$ cat config.mk
export PLATFORM = sky130hd
export DESIGN_NAME = sdram_cmd_gate
export DESIGN_NICKNAME = d
export VERILOG_FILES = /design/src/rtl/sdram_gate_pkg.sv /design/src/rtl/sdram_gate_cfg.sv /design/src/rtl/sdram_gate_win.sv /design/src/rtl/sdram_gate_banks.sv /design/src/rtl/sdram_gate_act.sv /design/src/rtl/sdram_cmd_gate.sv
export SDC_FILE = /design/constraint.sdc
export NUM_CORES = 1
export LEC_CHECK = 0
export BUFFER_PORTS_ARGS = -buffer_cell sky130_fd_sc_hd__clkbuf_2
export CAP_MARGIN = 20
export CORE_MARGIN = 5
export CORE_UTILIZATION = 55
export DETAILED_ROUTE_END_ITERATION = 10
export GPL_TIMING_DRIVEN = 0
export MAX_ROUTING_LAYER = met4
export PLACE_DENSITY = 0.8
export SYNTH_ARGS = -nofsm -noshare
export SYNTH_HDL_FRONTEND = slang
export SYNTH_SLANG_ARGS = --single-unit
$ cat constraint.sdc
create_clock -name clk -period 2.35 [get_ports clk]
set_input_delay 0.235 -clock clk [delete_from_list [all_inputs] [get_ports clk]]
set_output_delay 0.235 -clock clk [all_outputs]
set_load 0.01 [all_outputs]
$ cat src/rtl/sdram_gate_pkg.sv
package sdram_gate_pkg;
  // width of every spacing counter
  localparam int TW = 3;

  // configuration byte field positions
  localparam int CFG_RCD_LO = 6;
  localparam int CFG_RSC_BIT = 5;
  localparam int CFG_RRD_LO = 3;

  typedef enum logic [2:0] {
    CMD_NOP = 3'd0,
    CMD_ACT = 3'd1,
    CMD_RD  = 3'd2,
    CMD_WR  = 3'd3,
    CMD_MRS = 3'd4,
    CMD_PRE = 3'd5,
    CMD_REF = 3'd6,
    CMD_OTH = 3'd7
  } cmd_e;

  // 2-bit code: 1..3 literal, 0 means 4 cycles
  function automatic logic [TW-1:0] span2(input logic [1:0] code);
    span2 = (code == 2'd0) ? 3'd4 : {1'b0, code};
  endfunction

  // 1-bit code: 1 means 1 cycle, 0 means 2 cycles
  function automatic logic [TW-1:0] span1(input logic code);
    span1 = code ? 3'd1 : 3'd2;
  endfunction

  // counter preload: a window of N cycles loads N-1
  function automatic logic [TW-1:0] preload(input logic [TW-1:0] span);
    preload = span - 3'd1;
  endfunction
endpackage

$ cat src/rtl/sdram_gate_cfg.sv
module sdram_gate_cfg
  import sdram_gate_pkg::*;
(
  input  logic       clk,
  input  logic       cold_rst_n,
  input  logic       warm_rst_n,
  input  logic       we,
  input  logic [7:0] wdata,
  output logic [1:0] rcd_code,
  output logic       rsc_code,
  output logic [1:0] rrd_code,
  output logic [7:0] rdata
);
  logic [1:0] rcd_q, rrd_q;
  logic       rsc_q;
  logic       wr_ok;
  logic [2:0] unused_low;

  assign unused_low = wdata[2:0];
  assign wr_ok = we && cold_rst_n && warm_rst_n;

  always_ff @(posedge clk) begin
    if (!cold_rst_n) begin
      rcd_q <= 2'd0;
      rsc_q <= 1'b0;
      rrd_q <= 2'd0;
    end else if (wr_ok) begin
      rcd_q <= wdata[CFG_RCD_LO +: 2];
      rsc_q <= wdata[CFG_RSC_BIT];
      rrd_q <= wdata[CFG_RRD_LO +: 2];
    end
  end

  assign rcd_code = rcd_q;
  assign rsc_code = rsc_q;
  assign rrd_code = rrd_q;

  always_comb begin
    rdata = 8'h00;
    rdata[CFG_RCD_LO +: 2] = rcd_q;
    rdata[CFG_RSC_BIT]     = rsc_q;
    rdata[CFG_RRD_LO +: 2] = rrd_q;
  end
endmodule

$ cat src/rtl/sdram_gate_win.sv
module sdram_gate_win #(
  parameter int CW = 3
) (
  input  logic          clk,
  input  logic          clr,
  input  logic          load,
  input  logic [CW-1:0] load_val,
  output logic          busy
);
  logic [CW-1:0] cnt;

  always_ff @(posedge clk) begin
    if (clr)
      cnt <= '0;
    else if (load)
      cnt <= load_val;
    else if (cnt != '0)
      cnt <= cnt - 1'b1;
  end

  assign busy = (cnt != '0);
endmodule

$ cat src/rtl/sdram_gate_banks.sv
module sdram_gate_banks
  import sdram_gate_pkg::*;
#(
  parameter int NUM_BANKS = 4,
  parameter int BANK_W = $clog2(NUM_BANKS)
) (
  input  logic              clk,
  input  logic              clr,
  input  logic              act_acc,
  input  logic [BANK_W-1:0] act_bank,
  input  logic [TW-1:0]     load_val,
  output logic [NUM_BANKS-1:0] busy
);
  for (genvar i = 0; i < NUM_BANKS; i++) begin : g_bank
    logic hit;
    assign hit = act_acc && (act_bank == BANK_W'(i));
    sdram_gate_win #(.CW(TW)) win_i (
      .clk(clk), .clr(clr), .load(hit), .load_val(load_val), .busy(busy[i])
    );
  end
endmodule

$ cat src/rtl/sdram_gate_act.sv
module sdram_gate_act
  import sdram_gate_pkg::*;
#(
  parameter int BANK_W = 2
) (
  input  logic              clk,
  input  logic              clr,
  input  logic              act_acc,
  input  logic [BANK_W-1:0] act_bank,
  input  logic [TW-1:0]     load_val,
  input  logic [BANK_W-1:0] req_bank,
  output logic              block_other
);
  logic              busy;
  logic [BANK_W-1:0] last_bank;

  sdram_gate_win #(.CW(TW)) win_i (
    .clk(clk), .clr(clr), .load(act_acc), .load_val(load_val), .busy(busy)
  );

  always_ff @(posedge clk) begin
    if (clr)
      last_bank <= '0;
    else if (act_acc)
      last_bank <= act_bank;
  end

  assign block_other = busy && (req_bank != last_bank);
endmodule

$ cat src/rtl/sdram_cmd_gate.sv
module sdram_cmd_gate
  import sdram_gate_pkg::*;
#(
  parameter int NUM_BANKS = 4,
  parameter int BANK_W = $clog2(NUM_BANKS)
) (
  input  logic              clk,
  input  logic              cold_rst_n,
  input  logic              warm_rst_n,
  input  logic              cfg_we,
  input  logic [7:0]        cfg_wdata,
  output logic [7:0]        cfg_rdata,
  input  logic              req_valid,
  input  logic [2:0]        req_cmd,
  input  logic [BANK_W-1:0] req_bank,
  output logic              req_ready,
  output logic              out_valid,
  output logic [2:0]        out_cmd,
  output logic [BANK_W-1:0] out_bank
);
  logic [1:0] rcd_code, rrd_code;
  logic       rsc_code;
  logic       clr;
  cmd_e       cmd_i;

  // named internal events
  logic                 accept;
  logic                 act_acc;
  logic                 mrs_acc;
  logic                 mrs_block;
  logic                 col_block;
  logic                 act_block;
  logic [NUM_BANKS-1:0] rcd_busy;

  assign clr   = !cold_rst_n || !warm_rst_n;
  assign cmd_i = cmd_e'(req_cmd);

  sdram_gate_cfg cfg_i (
    .clk(clk), .cold_rst_n(cold_rst_n), .warm_rst_n(warm_rst_n),
    .we(cfg_we), .wdata(cfg_wdata),
    .rcd_code(rcd_code), .rsc_code(rsc_code), .rrd_code(rrd_code),
    .rdata(cfg_rdata)
  );

  sdram_gate_banks #(.NUM_BANKS(NUM_BANKS), .BANK_W(BANK_W)) banks_i (
    .clk(clk), .clr(clr), .act_acc(act_acc), .act_bank(req_bank),
    .load_val(preload(span2(rcd_code))), .busy(rcd_busy)
  );

  sdram_gate_act #(.BANK_W(BANK_W)) act_i (
    .clk(clk), .clr(clr), .act_acc(act_acc), .act_bank(req_bank),
    .load_val(preload(span2(rrd_code))), .req_bank(req_bank),
    .block_other(act_block)
  );

  sdram_gate_win #(.CW(TW)) mrs_i (
    .clk(clk), .clr(clr), .load(mrs_acc),
    .load_val(preload(span1(rsc_code))), .busy(mrs_block)
  );

  assign col_block = ((cmd_i == CMD_RD) || (cmd_i == CMD_WR)) && rcd_busy[req_bank];

  always_comb begin
    req_ready = !clr && !mrs_block;
    if (col_block) req_ready = 1'b0;
    if ((cmd_i == CMD_ACT) && act_block) req_ready = 1'b0;
  end

  assign accept  = req_valid && req_ready;
  assign act_acc = accept && (cmd_i == CMD_ACT);
  assign mrs_acc = accept && (cmd_i == CMD_MRS);

  always_ff @(posedge clk) begin
    if (clr) begin
      out_valid <= 1'b0;
      out_cmd   <= CMD_NOP;
      out_bank  <= '0;
    end else begin
      out_valid <= accept;
      out_cmd   <= accept ? req_cmd : CMD_NOP;
      out_bank  <= accept ? req_bank : '0;
    end
  end
endmodule

==> results of run 1 <==
-- how the worst max path moves through the flow --
stage	cells after the start	slack [ps]	endpoint
floorplan	11	380	act_i.win_i.cnt[2]
global placement	9	180	act_i.win_i.cnt[2]
CTS	9	230	act_i.win_i.cnt[2]
finish	9	240	act_i.win_i.cnt[2]
global route	9	30	act_i.win_i.cnt[2]
detailed placement	9	140	act_i.win_i.cnt[2]
-- synth_stat cells --
| library cell | n | area (sq um) |
|---|---|---|
| a211o_4 | 1 | 17.52 |
| a211oi_1 | 2 | 15.01 |
| a211oi_2 | 1 | 12.51 |
| a21boi_0 | 5 | 37.54 |
| a21oi_1 | 6 | 30.03 |
| a311o_2 | 1 | 11.26 |
| and2_1 | 1 | 6.260 |
| and3_1 | 4 | 25.02 |
| and3b_1 | 2 | 17.52 |
| and4_1 | 2 | 17.52 |
| buf_4 | 7 | 52.55 |
| buf_6 | 1 | 11.26 |
| clkbuf_1 | 1 | 3.750 |
| conb_1 | 1 | 3.750 |
| dfxtp_1 | 31 | 620.6 |
| ha_1 | 11 | 137.6 |
| inv_1 | 18 | 67.56 |
| mux2_2 | 4 | 45.04 |
| mux2i_1 | 14 | 140.1 |
| nand2_1 | 17 | 63.81 |
| nand2b_1 | 2 | 12.51 |
| nand3_1 | 7 | 35.03 |
| nand4_1 | 2 | 12.51 |
| nand4_2 | 4 | 50.05 |
| nor2_1 | 10 | 37.54 |
| nor2b_1 | 5 | 31.28 |
| nor3_1 | 6 | 30.03 |
| nor3_2 | 2 | 20.02 |
| nor3b_1 | 5 | 37.54 |
| o211ai_1 | 1 | 7.510 |
| o21a_1 | 1 | 7.510 |
| o21ai_0 | 6 | 30.03 |
| o22ai_1 | 1 | 6.260 |
| o311ai_0 | 1 | 8.760 |
| o32ai_1 | 1 | 8.760 |
| or3_1 | 1 | 6.260 |
| or3b_4 | 1 | 11.26 |
| xnor2_1 | 6 | 52.55 |
-- area by class of cell --
| cell class | count | area (sq um) | area share |
|---|---|---|---|
| multi-input cells | 136 | 993.5 | 0.5016 |
| flip-flops and latches | 31 | 620.6 | 0.3133 |
| repair buffers | 24 | 120.1 | 0.06064 |
| plain buffers | 9 | 67.56 | 0.03411 |
| inverters | 18 | 67.56 | 0.03411 |
| well taps | 44 | 55.05 | 0.02780 |
| clock buffers | 6 | 51.30 | 0.02590 |
| clock inverters | 1 | 5.005 | 0.002527 |
-- flip-flops by register name, indices dropped and copies added, names as in the netlist --
| register | flops |
|---|---|
| banks_i.g_bank.win_i.cnt | 12 |
| act_i.win_i.cnt | 3 |
| mrs_i.cnt | 3 |
| out_cmd | 3 |
| act_i.last_bank | 2 |
| cfg_i.rcd_code | 2 |
| cfg_i.rrd_code | 2 |
| out_bank | 2 |
| cfg_i.rsc_code | 1 |
| out_valid | 1 |
-- power breakdown --
| part | internal [mW] | switching (mW) | total, mW | leakage, nW |
|---|---|---|---|---|
| Clock | 0.138 | 0.176 | 0.314 | 0.0341 |
| Combinational | 0.0550 | 0.0678 | 0.123 | 0.618 |
| Sequential | 0.536 | 0.00792 | 0.544 | 0.251 |
| Total | 0.730 | 0.251 | 0.981 | 0.903 |
-- cell families after synthesis --
| family | after synthesis | share of synthesized area |
|---|---|---|
| AO/OA/AOI/OAI | 27 | 0.1106 |
| XOR/XNOR | 6 | 0.03017 |
| flip-flops | 31 | 0.3563 |
| other | 1 | 0.002153 |
| AND/OR/NAND/NOR | 71 | 0.2378 |
| adder cells (fa/ha/maj) | 11 | 0.07902 |
| multiplexers | 18 | 0.1063 |
| buffers and inverters | 27 | 0.07758 |
-- worst reg2reg max path, delay by kind of cell, from the launching register on --
kind / cells / cell delay, ps
and+or+nand+nor: 4 / 880
DFF: 1 / 360
AOI/OAI and AO/OA: 2 / 250
adders and majority gates: 1 / 220
buffers and inverters: 1 / 170
muxes: 1 / 170
-- layer usage --
layer	vias up	global-route usage	part of all wire
li1	727	-	-
met1	622	0.2185	0.49
met2	44	0.2416	0.42
met3	9	0.04082	0.068
met4	0	0.08883	0.026
met5	-	-	0
-- cell usage in the layout, fill, tap and decap left out, types with 6 or more instances in the layout --
cell,instances
a21oi_1,6
buf_4,7
clkbuf_2,24
dfxtp_1,31
ha_1,11
inv_1,18
mux2i_1,14
nand2_1,17
nand3_1,7
nor2_1,10
nor3_1,6
o21ai_0,6
xnor2_1,6
==> out/metrics.csv, run 1 <==
metric;value;unit
drtIter0Drc;43;
cts_root_buf;clkbuf_4;
fin_crit;2108;ps
r2r-start;mrs_i.cnt[2];
required;2620;ps
io_pins;33;
grt_max_degree;11;
routed_wl;3132;um
fin_cells;269;
finalHoldViolations;0;
layout-drive-gt1-share;0.2356;
cts.sinks;31;
grt_usage;0.1687;
die_x;66.28;um
fp.coreArea;3053;sq um
wl_per_cell;11.64;um
grt_pass1_vias;1285;
powerDensity;495.4;nW/um^2
status;completed;
min_to;cfg_i.rrd_code[1];
path_buf_inv;1;
yosysWarnings;0;
post_cts_buffers;0;
synthCells;192;
io_buffers;24;
drc;0;
finalMaxSlewViolations;0;
synth-seq-area-share;0.3563;
antennaDiodeCount;0;
fin_tns_setup;0;ps
cts_made_buffers;5;
crit_path_top_delay_cell;dfxtp_1;
rrSetupSlack;240;ps
cts_buffer_depth;2;
cts_tree;yes;
place_ws;136.0;ps
cts_resized;0;
die_h;66.28;um
fillers;283;
syn-cell-area;1742;sq um
max_stage_delay;360;ps
drv_cap;0;
ant_nets;0;
hold_path_class;in2reg;
num_rows;20;
grt_overflow;0;
grt_pass1_wl;5499;um
h-tree-depth;2;
holdCritStartpoint;cfg_wdata[4];
startpoint;mrs_i.cnt[2];
timing.hold.ws;137.5;ps
grt_antenna_before_repair;0;
leakagePower;0.9029;nW
max_freq;474.3;MHz
ir_worst_vdd;0.0003685;V
place_inst;262;
place_area;1924;sq um
final_cell_area;1981;sq um
firstDrtPassIters;4;
vias;1402;
cpLargestDelayFamily;simple AND/OR/NAND/NOR gates;
via_per_inst;5.212;
synth_seq_cells;31;
final_util;0.6488;
critPathLaunchType;register;
synth_cell_types;38;
clk_pin_slew;90;ps
period_share;0.8971;
crit_chain;nor3_2, and4_1, buf_4, nand2_1, mux2i_1, ha_1, nor3b_1, o22ai_1, a21oi_1;
r2r_cells;9;
critPathKind;reg2reg;
rsz0062_at_grt;no;
finalPower;0.9812;mW
crit_fanout;8;
finClkSkew;6.946;ps
cp-end-kind;register;
syn_avg_cell_area;9.071;sq um
cts_hold_buf;0;
dp_hpwl;2466;um
final_nets;254;
setup_ws;241.8;ps
setup_viol;0;
initial_core_util;0.5705;
area_growth;13.72;%
clk-insertion-delay-late;330;ps
gp_congestion;0.7514;
r2r_end;act_i.win_i.cnt[2];
die_area;4392;sq um
min_path_cells;3;
critPathArrivalTime;2380;ps
Note: power is estimated with default switching activity, not from simulation.
==> inputs of run 2 (changes only) <==
- ABC_AREA: unset -> 1
- CORE_UTILIZATION: 55 -> 56
- CTS_BUF_LIST: unset -> sky130_fd_sc_hd__clkbuf_2 sky130_fd_sc_hd__clkbuf_4 sky130_fd_sc_hd__clkbuf_8
- PLACE_DENSITY: 0.8 -> 0.82
==> out/metrics.csv, run 2 <==
metric;value;unit;change
p_switching;0.2653;mW;was 0.2514 mW
cts_buffer_depth;2;;unchanged
antennaDiodeCount;0;;unchanged
routed_wl;3149;um;was 3132 um
required;2580;ps;was 2620 ps
synth_top_family_by_area;simple AND/OR/NAND/NOR gates;;unchanged
wl_per_cell;10.64;um;was 11.64 um
synthAdderAreaFrac;0.08327;;was 0.07902
powerDensity;527.3;nW/um^2;was 495.4 nW/um^2
final_nets;293;;was 254
maxSlewHeadroom;0.6215;;
fillers;268;;was 283
ir_worst_vdd;0.0004856;V;was 0.0003685 V
cts_root_buf;clkbuf_4;;unchanged
fp.coreArea;2781;sq um;was 3053 sq um
vias;1443;;was 1402
worst_pin_slew;565.7;ps;
timing.hold.ws;98.35;ps;was 137.5 ps
synth_largest_area_cell;dfxtp_1;;unchanged
switching_share;0.2660;;was 0.2562
layout-drive-gt1-share;0.2038;;was 0.2356
grt_max_degree;11;;unchanged
synth-seq-area-share;0.3755;;was 0.3563
fin_crit;2135;ps;was 2108 ps
clkPwrFrac;0.310;;was 0.320
io_buffers;25;;was 24
finClkSkew;8.453;ps;was 6.946 ps
yosys.area_share.simple;0.2687;;was 0.2378
status;completed;;unchanged
dp_hpwl;2450;um;was 2466 um
fin_tns_setup;0;ps;unchanged
finalMaxSlewViolations;0;;unchanged
die_x;64.33;um;was 66.28 um
rsz0062_at_grt;no;;unchanged
cts_resized;0;;unchanged
synth-compound-area-share;0.1120;;was 0.1106
grt_pass1_wl;5699;um;was 5499 um
largest_reg_flops;12;;unchanged
internal_power;0.7322;mW;was 0.7298 mW
leakagePower;0.9318;nW;was 0.9029 nW
drc;0;;unchanged
max_freq;468.4;MHz;was 474.3 MHz
critPathArrivalTime;2370;ps;was 2380 ps
die_h;64.33;um;was 66.28 um
area_growth;14.46;%;was 13.72%
firstDrtPassIters;4;;unchanged
cts_hold_buf;0;;unchanged
final_cell_mix;43 x nand2_1, 38 x inv_1, 31 x dfxtp_1;;was 31 x dfxtp_1, 24 x clkbuf_2, 18 x inv_1
drtIter0Drc;43;;unchanged
io_pins;33;;unchanged
max_flop_register;banks_i.g_bank.win_i.cnt;;unchanged
synth_cell_types;31;;was 38
final_common_cell;nand2_1;;was dfxtp_1
synth_top_area_frac;0.3755;;was 0.3563
synth-xor-area-share;0.02650;;was 0.03017
h-tree-depth;2;;unchanged
p_comb_frac;0.143;;was 0.125
syn-cell-area;1653;sq um;was 1742 sq um
post_cts_buffers;0;;unchanged
synth.most_common_cell;nand2_1;;was dfxtp_1
setup_viol;0;;unchanged
p_seq_frac;0.547;;was 0.555
via_per_inst;4.875;;was 5.212
crit_fanout;9;;was 8
cts.sinks;31;;unchanged
cts_made_buffers;5;;unchanged
num_rows;19;;was 20
yosysWarnings;0;;unchanged
critPathKind;reg2reg;;unchanged
yosys-top-cells-area;dfxtp_1 38%, nand2_1 9.8%, inv_1 8.6%;;was dfxtp_1 36%, mux2i_1 8.0%, ha_1 7.9%
clk_pin_slew;90;ps;about the same
grt_usage;0.1764;;was 0.1687
grt_overflow;0;;unchanged
period_share;0.9085;;was 0.8971
grt_antenna_before_repair;0;;unchanged
initial_core_util;0.5942;;was 0.5705
clk-insertion-delay-late;330;ps;about the same
finalHoldViolations;0;;unchanged
synth_seq_cells;31;;unchanged
ys.flop_type;dfxtp_1;;unchanged
synthCells;230;;was 192
critPathLaunchType;register;;unchanged
drv_cap;0;;unchanged
gp_congestion;0.8210;;was 0.7514
synthMuxAreaShare;0.006056;;was 0.1063
grt_pass1_vias;1377;;was 1285
die_area;4138;sq um;was 4392 sq um
async_flop_share;0;;unchanged
syn_avg_cell_area;7.186;sq um;was 9.071 sq um
cts_tree;yes;;unchanged
synth-edff-count;0;;unchanged
hold_path_class;in2reg;;unchanged
ant_nets;0;;unchanged
synth_common_cells;43 x nand2_1, 38 x inv_1, 32 x nor2_1, 31 x dfxtp_1, 14 x o21ai_0;;was 31 x dfxtp_1, 18 x inv_1, 17 x nand2_1, 14 x mux2i_1, 11 x ha_1
final_util;0.6802;;was 0.6488
cp-end-kind;register;;unchanged
[run 2: cell families after synthesis]
group / after synthesis
AND/OR/NAND/NOR: 96
buffers and inverters: 51
AO/OA/AOI/OAI: 34
flip-flops: 31
adder cells (fa/ha/maj): 11
XOR/XNOR: 5
other: 1
multiplexers: 1
[run 2: final cells by class]
class | instances | area [sq um] | area share
Multi-Input combinational cell | 150 | 842.1 | 0.4451
Sequential cell | 31 | 620.6 | 0.3280
Inverter | 45 | 168.9 | 0.08929
Timing Repair Buffer | 25 | 125.1 | 0.06614
Clock buffer | 7 | 52.55 | 0.02778
Buffer | 6 | 38.79 | 0.02050
Tap cell | 31 | 38.79 | 0.02050
Clock inverter | 1 | 5.005 | 0.002646
[run 2: final timing paths]
check                            startpoint            endpoint  slack (ps)  depth (start not counted)
min reg2reg              act_i.last_bank[1]  act_i.last_bank[1]         480                          2
min                            cfg_wdata[4]   cfg_i.rrd_code[1]         100                          3
max reg2reg  banks_i.g_bank[0].win_i.cnt[0]  act_i.win_i.cnt[2]         210                         16
max          banks_i.g_bank[0].win_i.cnt[0]  act_i.win_i.cnt[2]         210                         16
[run 2: per-stage QoR]
stage	cells	worst slack [ps]	power [mW]	area (sq um)
after floorplan	232	352.8	0.6552	1660
after global placement	288	162.8	0.6949	1824
after detailed placement	288	131.6	0.6988	1824
after CTS	296	107.8	1.010	1882
after global routing	296	0.8036	1.064	1892
final	296	214.9	0.9975	1892
[run 2: per-layer routing]
metal | vias up | track usage | wire length, um
met4 | 0 | 0.07125 | 50
met3 | 6 | 0.05429 | 123
met5 | - | - | 0
met1 | 639 | 0.1900 | 1377
met2 | 18 | 0.2985 | 1598
li1 | 780 | - | -
[run 2: power by group through the flow]
stage / clock network (mW) / logic (mW) / registers [mW]
after CTS: 0.323 / 0.142 / 0.546
after detailed placement: 0 / 0.141 / 0.558
after global routing: 0.352 / 0.164 / 0.548
after global placement: 0 / 0.137 / 0.558
final: 0.310 / 0.142 / 0.546
after floorplan: 0 / 0.0947 / 0.560
[run 2: critical path: stages, from the launching register on]
cell and delay [ps]:
dfxtp_1 310, inv_1 110, ha_1 150, inv_1 50
nor2_2 160, nand2_1 80, nand3_1 80, nor2_2 70
nor2_8 210, nand3_4 150, o21ai_1 180, inv_1 60
ha_1 170, inv_1 70, nand3_1 80, nand2_1 60
nor2_1 30
==> inputs of run 3 (changes only) <==
- CORE_MARGIN: 5 -> unset
- SETUP_SLACK_MARGIN: unset -> 0.1
==> out/metrics.csv, run 3 (synthesis results as in run 2) <==
metric;value;unit;change
layout-drive-gt1-share;0.2075;;was 0.2038
routed_wl;2977;um;was 3149 um
ir_worst_vdd;0.0004678;V;was 0.0004856 V
die_h;56.33;um;was 64.33 um
cts.sinks;31;;unchanged
max_freq;491.8;MHz;was 468.4 MHz
finalMaxSlewViolations;0;;unchanged
crit_chain;inv_1, ha_1, inv_1, nor2_4, nand2_1, nand3_1, nor2_2, nor2_8, nand3_4, o21ai_2, inv_1, ha_1, inv_1, nand3_1, nand2_1, nor2_1;;was inv_1, ha_1, inv_1, nor2_2, nand2_1, nand3_1, nor2_2, nor2_8, nand3_4, o21ai_1, inv_1, ha_1, inv_1, nand3_1, nand2_1, nor2_1
largest_reg_flops;12;;unchanged
grt_antenna_before_repair;0;;unchanged
firstDrtPassIters;4;;unchanged
vias;1440;;was 1443
drtIter0Drc;30;;was 43
via_per_inst;4.865;;was 4.875
cts_made_buffers;5;;unchanged
h-tree-depth;2;;unchanged
initial_core_util;0.5942;;unchanged
cpLargestDelayFamily;simple AND/OR/NAND/NOR gates;;unchanged
final_common_cell;nand2_1;;unchanged
finalHoldViolations;0;;unchanged
area_growth;15.90;%;was 14.46%
cts_tree;yes;;unchanged
required;2590;ps;was 2580 ps
cts_root_buf;clkbuf_4;;unchanged
place_inst;288;;unchanged
post_cts_buffers;0;;unchanged
setup_ws;316.7;ps;was 214.9 ps
final_cell_area;1916;sq um;was 1892 sq um
fin_cells;296;;unchanged
drv_cap;0;;unchanged
cp-end-kind;register;;unchanged
period_share;0.8653;;was 0.9085
final_cell_mix;43 x nand2_1, 38 x inv_1, 31 x dfxtp_1;;unchanged
rsz0062_at_grt;no;;unchanged
num_rows;19;;unchanged
internal_power;0.7334;mW;was 0.7322 mW
path_buf_inv;4;;unchanged
switching_share;0.2700;;was 0.2660
p_comb_frac;0.142;;was 0.143
place_area;1824;sq um;unchanged
wl_per_cell;10.06;um;was 10.64 um
max_flop_register;banks_i.g_bank.win_i.cnt;;unchanged
finClkSkew;8.480;ps;was 8.453 ps
p_switching;0.2712;mW;was 0.2653 mW
rrSetupSlack;320;ps;was 210 ps
grt_pass1_vias;1229;;was 1377
antennaDiodeCount;0;;unchanged
clk_pin_slew;90;ps;about the same
die_area;3173;sq um;was 4138 sq um
place_ws;124.9;ps;was 131.6 ps
fillers;242;;was 268
crit_path_top_delay_cell;dfxtp_1;;unchanged
hold_path_class;in2reg;;unchanged
io_buffers;25;;unchanged
grt_pass1_wl;4892;um;was 5699 um
setup_viol;0;;unchanged
critPathLaunchType;register;;unchanged
ant_nets;0;;unchanged
timing.hold.ws;88.25;ps;was 98.35 ps
p_seq_frac;0.544;;was 0.547
max_stage_delay;310;ps;about the same
crit_fanout;9;;unchanged
clk-insertion-delay-late;340;ps;was 330 ps
clkPwrFrac;0.314;;was 0.310
drc;0;;unchanged
grt_overflow;0;;unchanged
worst_pin_slew;539.7;ps;was 565.7 ps
leakagePower;0.9429;nW;was 0.9318 nW
io_pins;33;;unchanged
maxSlewHeadroom;0.6389;;was 0.6215
grt_max_degree;11;;unchanged
fin_crit;2033;ps;was 2135 ps
cts_buffer_depth;2;;unchanged
grt_usage;0.2111;;was 0.1764
critPathKind;reg2reg;;unchanged
final_nets;293;;unchanged
path_common_cell;inv_1;;unchanged
critPathArrivalTime;2270;ps;was 2370 ps
gp_congestion;0.8042;;was 0.8210
die_x;56.33;um;was 64.33 um
powerDensity;524.4;nW/um^2;was 527.3 nW/um^2
fp.coreArea;2781;sq um;unchanged
status;completed;;unchanged
seqCellArea;620.6;sq um;unchanged
multi_input_area;865.8;sq um;was 842.1 sq um
fin_tns_setup;0;ps;unchanged
dp_hpwl;2243;um;was 2450 um
-- run 3: cell counts in the layout (fill, tap and decap cells not counted) --
Identical to the previous run, type by type.
-- run 3: path summary, 6_finish.rpt --
kind / cells after the start / end / from
min reg2reg: 2 / act_i.last_bank[1] / act_i.last_bank[1]
max reg2reg: 16 / act_i.win_i.cnt[2] / banks_i.g_bank[0].win_i.cnt[0]
max: 16 / act_i.win_i.cnt[2] / banks_i.g_bank[0].win_i.cnt[0]
min: 3 / cfg_i.rcd_code[0] / cfg_wdata[6]
-- run 3: worst min-delay path: stages --
cell,delay (ps)
clkbuf_2,70
nand2_1,40
o31ai_1,50
-- run 3: repair_timing --
action,4_1_cts,5_1_grt
resized for setup,0,9
setup endpoints to repair,0,3
hold buffers,0,0
endpoints found under the hold margin,0,0
-- run 3: routing by layer --
metal,GRT usage,wire length [um],up-vias
met5,-,0,-
li1,-,-,782
met2,0.3554,1430,20
met4,0.1254,77,0
met1,0.2263,1379,629
met3,0.04839,90,9
-- run 3: metrics by stage --
step	power [mW]	util
global placement	0.6940	0.6559
CTS	1.012	0.6766
finish	1.005	0.6887
detailed placement	0.6964	0.6559
global route	1.060	0.6887
floorplan	0.6552	-
-- run 3: area by class of cell --
type	instances	area share
buffer	6	0.02025
clock buffer	7	0.02743
clock inverter	1	0.002613
inverter	45	0.08818
multi-input combinational	150	0.4520
sequential	31	0.3240
tap	31	0.02025
timing repair buffer	25	0.06532
-- run 3: power by group through the flow --
stage	sequential, mW	combinational (mW)	clock (mW)
finish	0.546	0.143	0.316
global route	0.548	0.163	0.349
CTS	0.546	0.139	0.326
detailed placement	0.558	0.138	0
global placement	0.558	0.136	0
floorplan	0.560	0.0947	0
